**config.mk**
```make
export PLATFORM = sky130hd
export DESIGN_NAME = ser_frame_rx
export DESIGN_NICKNAME = d
export VERILOG_FILES = /design/src/rtl/ser_frame_rx.sv
export SDC_FILE = /design/constraint.sdc
export NUM_CORES = 1
export LEC_CHECK = 0
export ABC_AREA = 0
export BUFFER_PORTS_ARGS = -buffer_cell sky130_fd_sc_hd__buf_2
export CAP_MARGIN = 20
export CORE_MARGIN = 2
export CORE_UTILIZATION = 27
export DETAILED_ROUTE_END_ITERATION = 8
export SYNTH_ARGS = -nofsm -noshare
export SYNTH_HDL_FRONTEND = slang
export SYNTH_SLANG_ARGS = --single-unit
```
**constraint.sdc**
```tcl
create_clock -name clk -period 2.2 [get_ports clk]
set_input_delay 0.22 -clock clk [delete_from_list [all_inputs] [get_ports clk]]
set_output_delay 0.22 -clock clk [all_outputs]
set_load 0.05 [all_outputs]
```
**src/rtl/ser_frame_rx.sv**
```systemverilog
module ser_frame_rx #(
  parameter int OS_RATE = 16
) (
  input  logic       clk,
  input  logic       rst_n,
  input  logic       rx_en,
  input  logic       sync_mode,
  input  logic       clk_pol,
  input  logic [2:0] size_code,
  input  logic [1:0] par_mode,
  input  logic       os_tick,
  input  logic       ext_clk,
  input  logic       rxd,
  input  logic       rd_low,
  input  logic       rxc_ie,
  input  logic       gie,
  output logic [7:0] data_lo,
  output logic       data_b8,
  output logic       rxc,
  output logic       fe,
  output logic       dor,
  output logic       upe,
  output logic       irq
);
  localparam int CW  = $clog2(OS_RATE);
  localparam int MID = OS_RATE / 2 + 1;

  typedef enum logic [2:0] {S_IDLE, S_START, S_DATA, S_PAR, S_STOP} st_t;

  st_t        state;
  logic [1:0] rx_q, ck_q, hist;
  logic       ck_d, pbit;
  logic [CW-1:0] cnt;
  logic [3:0] bidx, nb;
  logic [8:0] sreg, rbuf;

  always_comb
    case (size_code)
      3'b000:  nb = 4'd5;
      3'b001:  nb = 4'd6;
      3'b010:  nb = 4'd7;
      3'b111:  nb = 4'd9;
      default: nb = 4'd8;
    endcase

  wire rxs     = rx_q[1];
  wire ck_edge = (ck_q[1] != ck_d) && (ck_q[1] == clk_pol);
  wire maj     = (hist[1] & hist[0]) | (hist[1] & rxs) | (hist[0] & rxs);
  wire strobe  = sync_mode ? ck_edge : (os_tick && cnt == CW'(MID));
  wire bitv    = sync_mode ? rxs : maj;
  wire done    = (state == S_STOP) && strobe;
  wire perr    = par_mode[1] && ((^sreg ^ pbit) != par_mode[0]);

  assign data_lo = rbuf[7:0];
  assign data_b8 = rbuf[8];
  assign irq     = rxc & rxc_ie & gie;

  always_ff @(posedge clk or negedge rst_n)
    if (!rst_n) begin
      rx_q <= 2'b11;
      ck_q <= 2'b00;
      ck_d <= 1'b0;
    end else begin
      rx_q <= {rx_q[0], rxd};
      ck_q <= {ck_q[0], ext_clk};
      ck_d <= ck_q[1];
    end

  always_ff @(posedge clk or negedge rst_n)
    if (!rst_n) begin
      state <= S_IDLE; cnt <= '0; hist <= 2'b11; bidx <= '0; sreg <= '0; pbit <= 1'b0;
      rbuf <= '0; rxc <= 1'b0; fe <= 1'b0; dor <= 1'b0; upe <= 1'b0;
    end else if (!rx_en) begin
      state <= S_IDLE; cnt <= '0; hist <= 2'b11; bidx <= '0; sreg <= '0; pbit <= 1'b0;
      rbuf <= '0; rxc <= 1'b0; fe <= 1'b0; dor <= 1'b0; upe <= 1'b0;
    end else begin
      if (os_tick) begin
        hist <= {hist[0], rxs};
        if (state == S_IDLE)                cnt <= CW'(1);
        else if (cnt == CW'(OS_RATE - 1))   cnt <= '0;
        else                                cnt <= cnt + 1'b1;
      end
      case (state)
        S_IDLE:
          if (sync_mode ? (strobe && !rxs) : (os_tick && !rxs)) begin
            state <= sync_mode ? S_DATA : S_START;
            sreg  <= '0;
            bidx  <= '0;
          end
        S_START:
          if (strobe) state <= bitv ? S_IDLE : S_DATA;
        S_DATA:
          if (strobe) begin
            sreg <= sreg | (9'(bitv) << bidx);
            bidx <= bidx + 1'b1;
            if (bidx == nb - 1'b1) state <= par_mode[1] ? S_PAR : S_STOP;
          end
        S_PAR:
          if (strobe) begin
            pbit  <= bitv;
            state <= S_STOP;
          end
        S_STOP:
          if (strobe) state <= S_IDLE;
        default: state <= S_IDLE;
      endcase
      if (done) begin
        if (rxc && !rd_low) dor <= 1'b1;
        else begin
          rbuf <= sreg;
          fe   <= ~bitv;
          upe  <= perr;
          dor  <= 1'b0;
          rxc  <= 1'b1;
        end
      end else if (rd_low) rxc <= 1'b0;
    end

  a_r10_flush: assert property (@(posedge clk) disable iff (!rst_n)
    !rx_en |=> (!rxc && !fe && !dor && !upe && data_lo == 8'h00 && !data_b8));

  a_r7_read_clears: assert property (@(posedge clk) disable iff (!rst_n)
    (rx_en && rd_low && !done) |=> !rxc);

  a_r8_overrun_keeps: assert property (@(posedge clk) disable iff (!rst_n)
    (rx_en && done && rxc && !rd_low) |=> (dor && $stable(data_lo) && $stable(data_b8)));

  a_r9_buffer_hold: assert property (@(posedge clk) disable iff (!rst_n)
    (rx_en && rxc && !done) |=> ($stable(data_lo) && $stable(data_b8)));

  a_r11_irq_gate: assert property (@(posedge clk) disable iff (!rst_n)
    irq |-> (rxc && gie && rxc_ie));
endmodule

```
==> run_summary.xml <==
<?xml version="1.0" encoding="UTF-8"?>
<metrics>
  <group name="global_route">
    <metric name="grt_overflow" unit="">0</metric>
    <metric name="grt_pass1_vias" unit="">1622</metric>
    <metric name="grt_antenna_before_repair" unit="">0</metric>
    <metric name="wire_length_of_the_first_global_routing_pass" unit="um">8031</metric>
    <metric name="grt_util_all_layers" unit="">0.1148</metric>
    <metric name="maximum_number_of_pins_on_one_net_before_global_route_repair" unit="">28</metric>
  </group>
  <group name="timing">
    <metric name="grt_setup_unrepaired" unit="">false</metric>
    <metric name="period_minus_slack" unit="ps">2048</metric>
    <metric name="timing.clock.skew" unit="ps">6.847</metric>
    <metric name="final-setup-viol-count" unit="">0</metric>
    <metric name="whs" unit="ps">14.72</metric>
    <metric name="layout_worst_path_cycle_share" unit="">0.9309</metric>
    <metric name="clock.fmax" unit="GHz">0.4883</metric>
    <metric name="totalNegativeSetupSlack" unit="ps">0</metric>
    <metric name="finalHoldViolCount" unit="">0</metric>
    <metric name="relSlewSlack" unit="">0.5830</metric>
    <metric name="worstMarginPinSlew" unit="ps">622.9</metric>
    <metric name="final_max_slew_viol_count" unit="">0</metric>
  </group>
  <group name="worst_setup_path">
    <metric name="start_kind" unit="">flip-flop</metric>
    <metric name="critPathKind" unit="">reg2reg</metric>
    <metric name="crit_arrival" unit="ps">2240</metric>
    <metric name="crit_path_end_kind" unit="">flip-flop</metric>
    <metric name="critical_path_peak_fanout" unit="">3</metric>
    <metric name="cp_data_required_time" unit="ps">2390</metric>
  </group>
  <group name="cts">
    <metric name="htree_levels" unit="">2</metric>
    <metric name="cts_root_buf" unit="">clkbuf_8</metric>
    <metric name="cts.repair_timing.setup_buffer_count" unit="">0</metric>
    <metric name="clkSlewWorstSetupHoldPaths" unit="ps">80</metric>
    <metric name="tritoncts" unit="">built</metric>
    <metric name="clock_latency" unit="ps">300</metric>
    <metric name="cts.path.max_buffers" unit="">2</metric>
    <metric name="cts.sink_count" unit="">41</metric>
    <metric name="cts-buffers-inserted" unit="">5</metric>
  </group>
  <group name="detailed_routing">
    <metric name="wl_per_cell" unit="um">13.71</metric>
    <metric name="vias" unit="">1661</metric>
    <metric name="routed_via_count_divided_by_cell_count" unit="">4.914</metric>
    <metric name="antenna_left" unit="">0</metric>
    <metric name="detail_route.wirelength" unit="um">4635</metric>
    <metric name="firstDrtPassIters" unit="">4</metric>
    <metric name="drt_drc_violations_left" unit="">0</metric>
    <metric name="dr.first_iter.drc_count" unit="">120</metric>
  </group>
  <group name="finish">
    <metric name="layout.filler_cells" unit="">802</metric>
    <metric name="antenna_cells_inserted" unit="">0</metric>
    <metric name="design.final.nets" unit="">254</metric>
    <metric name="finalCoreUtilization" unit="">0.3296</metric>
    <metric name="layout-area-overhead-vs-synth" unit="%">17.72</metric>
    <metric name="post_route_cells_drive_above_1_share" unit="">0.2161</metric>
    <metric name="layout.cells.non_filler" unit="">338</metric>
    <metric name="final_cell_area" unit="sq mm">0.002560</metric>
  </group>
  <group name="die">
    <metric name="design.die.area" unit="sq mm">0.008788</metric>
    <metric name="die-height" unit="um">93.75</metric>
    <metric name="initial_cell_density_of_the_core" unit="">0.2800</metric>
    <metric name="top_level_ports" unit="">30</metric>
    <metric name="floorplan.die.width" unit="um">93.75</metric>
    <metric name="fp-row-count" unit="">32</metric>
    <metric name="floorplan.core_area" unit="sq mm">0.007767</metric>
  </group>
  <group name="synth">
    <metric name="async_sr_flop_fraction" unit="">1.000</metric>
    <metric name="netlist.area_leader.share" unit="">0.4258</metric>
    <metric name="synth-compound-area-share" unit="">0.2152</metric>
    <metric name="synth-edff-count" unit="">0</metric>
    <metric name="synthesis.instances" unit="">209</metric>
    <metric name="synth_top_family_by_area" unit="">compound AO/OA/AOI/OAI gates</metric>
    <metric name="ys_seq_area_frac" unit="">0.4741</metric>
    <metric name="yosys-top-cells-area" unit="">dfrtp_1 (43%), dfstp_2 (4.8%), a22o_1 (3.6%)</metric>
    <metric name="simple_gate_area_share_of_the_yosys_netlist" unit="">0.1755</metric>
    <metric name="synth.cell_area" unit="sq mm">0.002175</metric>
    <metric name="synth-adder-area-share" unit="">0.01726</metric>
    <metric name="muxShareOfSynthArea" unit="">0.03337</metric>
    <metric name="synth.distinct_cells" unit="">52</metric>
    <metric name="ys_ff_latch" unit="">41</metric>
    <metric name="post_synth_xor_xnor_area" unit="">0.04028</metric>
    <metric name="synth.avg_cell_area" unit="sq um">10.40</metric>
    <metric name="netlist.top_cell.by_area" unit="">dfrtp_1</metric>
    <metric name="mappedNetlistNets" unit="">228</metric>
    <metric name="ys_dominant_reg_cell" unit="">dfrtp_1</metric>
    <metric name="synthesis.yosys.warnings" unit="">0</metric>
  </group>
  <group name="placed_design">
    <metric name="post_detailed_placement_cell_area" unit="sq mm">0.002404</metric>
    <metric name="gpl.final_weighted_congestion" unit="">0.7447</metric>
    <metric name="dp_cells" unit="">329</metric>
    <metric name="dpl.hpwl" unit="um">3410</metric>
    <metric name="portBuffers" unit="">29</metric>
  </group>
  <group name="pwr">
    <metric name="max-vdd-ir-drop" unit="V">0.0004150</metric>
    <metric name="power_density" unit="mW/mm^2">800.7</metric>
    <metric name="power_frac_comb" unit="">0.213</metric>
    <metric name="p_leak" unit="nW">1.147</metric>
    <metric name="sw_frac_of_total" unit="">0.3058</metric>
    <metric name="power.internal" unit="W">0.001423</metric>
    <metric name="share_clk_of_total_power" unit="">0.363</metric>
    <metric name="pwr-share-seq" unit="">0.424</metric>
    <metric name="netSwitchingPower" unit="W">0.0006270</metric>
  </group>
  <group name="run_status">
    <metric name="status" unit="">finished clean</metric>
  </group>
  <group name="worst_hold_path">
    <metric name="class_of_the_most_critical_hold_timing_path" unit="">in2reg</metric>
  </group>
  <group name="run">
    <metric name="max_cap_viol_count" unit="">0</metric>
  </group>
</metrics>
[cell usage in the layout, fill, tap and decap left out, drive strengths merged, types with 2 or more instances in the layout]
master   Yosys  layout
inv          8       9
a31oi        9       9
dfrtp       37      37
nor3         5       5
bufinv       0       2
or3          2       2
nor3b        2       2
xnor2        8       8
nor4         3       3
mux2         2       2
a21oi        6       6
dfstp        4       4
ha           3       3
nand4b       2       2
clkbuf       8       5
o2bb2ai      2       2
nand3        7       7
a22o         9       9
and3         5       5
a32o         3       3
buf          6      32
nor4b        3       3
nand2        7       7
mux2i        5       5
nor2        20      20
nand2b       4       4
nor2b        6       6
a21boi       2       2
a41oi        2       2
or3b         2       2
o21ai       10      10
xor2         2       2
o41ai        3       3
[worst max-delay path, cell delays in order, from the launching register on]
cell and delay [ps]:
dfrtp_1 390, or3b_1 390, and3_4 210, o311a_1 350, a41oi_2 250, mux2_1 350
[power groups by stage]
stage / clock network, W / logic, W / registers, W
after floorplan: 0 / 0.000383 / 0.000830
after global placement: 0 / 0.000428 / 0.000881
after detailed placement: 0 / 0.000435 / 0.000882
after CTS: 0.000763 / 0.000438 / 0.000868
after global routing: 0.000798 / 0.000492 / 0.000880
final: 0.000743 / 0.000437 / 0.000869
[flip-flops by register name, summed over array words and instances (netlist names), 2 cells and up]
name	cells
hist	2
rbuf	9
bidx	4
cnt	4
rx_q	2
sreg	9
state	3
ck_q	2
[final timing paths]
path                       slack, ps     from  cells after the start        to
hold reg to reg                  360  rx_q[0]                      0   rx_q[1]
max in group asynchronous       1120    rst_n                      3   hist[1]
setup / recovery                 150  ck_q[1]                      5  state[2]
hold / removal                    10      rxd                      1   rx_q[0]
setup reg to reg                 150  ck_q[1]                      5  state[2]
min in group asynchronous        360    rst_n                      2   rbuf[1]
[cells in the mapped netlist, drive strengths merged, types with 3 or more instances]
| cell | n |
|---|---|
| dfrtp | 37 |
| nor2 | 20 |
| o21ai | 10 |
| a22o | 9 |
| a31oi | 9 |
| clkbuf | 8 |
| inv | 8 |
| xnor2 | 8 |
| nand2 | 7 |
| nand3 | 7 |
| a21oi | 6 |
| buf | 6 |
| nor2b | 6 |
| and3 | 5 |
| mux2i | 5 |
| nor3 | 5 |
| dfstp | 4 |
| nand2b | 4 |
| a32o | 3 |
| ha | 3 |
| nor4 | 3 |
| nor4b | 3 |
| o41ai | 3 |
[logic make-up after synthesis]
| logic type | Yosys count |
|---|---|
| and+or+nand+nor | 69 |
| AOI/OAI and AO/OA | 57 |
| DFF | 41 |
| buffers and inverters | 22 |
| xor gates and xnor gates | 10 |
| muxes | 7 |
| adders and majority gates | 3 |
[per-stage QoR]
stage / worst slack (ps) / power, W
CTS: 69.09 / 0.002069
global route: 76.81 / 0.002170
detailed placement: 82.85 / 0.001317
global placement: 119.2 / 0.001309
floorplan: 265.2 / 0.001213
finish: 152.0 / 0.002050
[timing repair]
item	in CTS	in global routing
resized for setup	0	1
endpoints found under the setup margin	0	11
endpoints found under the hold margin	14	0
hold buffers	1	0
[routing by layer]
layer	up-vias	wire (um)	track usage
li1	836	-	-
met5	-	0	0
met2	38	1984	0.1667
met4	0	71	0.03744
met3	7	215	0.02488
met1	780	2363	0.1686
[final cells by class]
type | count | area [sq um] | share of cell area
well taps | 102 | 127.6 | 0.04985
flip-flops and latches | 41 | 1031 | 0.4027
repair buffers | 33 | 177.7 | 0.06940
clock buffers | 5 | 68.82 | 0.02688
clock inverters | 3 | 68.82 | 0.02688
multi-input cells | 146 | 1056 | 0.4125
inverters | 8 | 30.03 | 0.01173
Note: power is estimated with default switching activity, not from simulation.
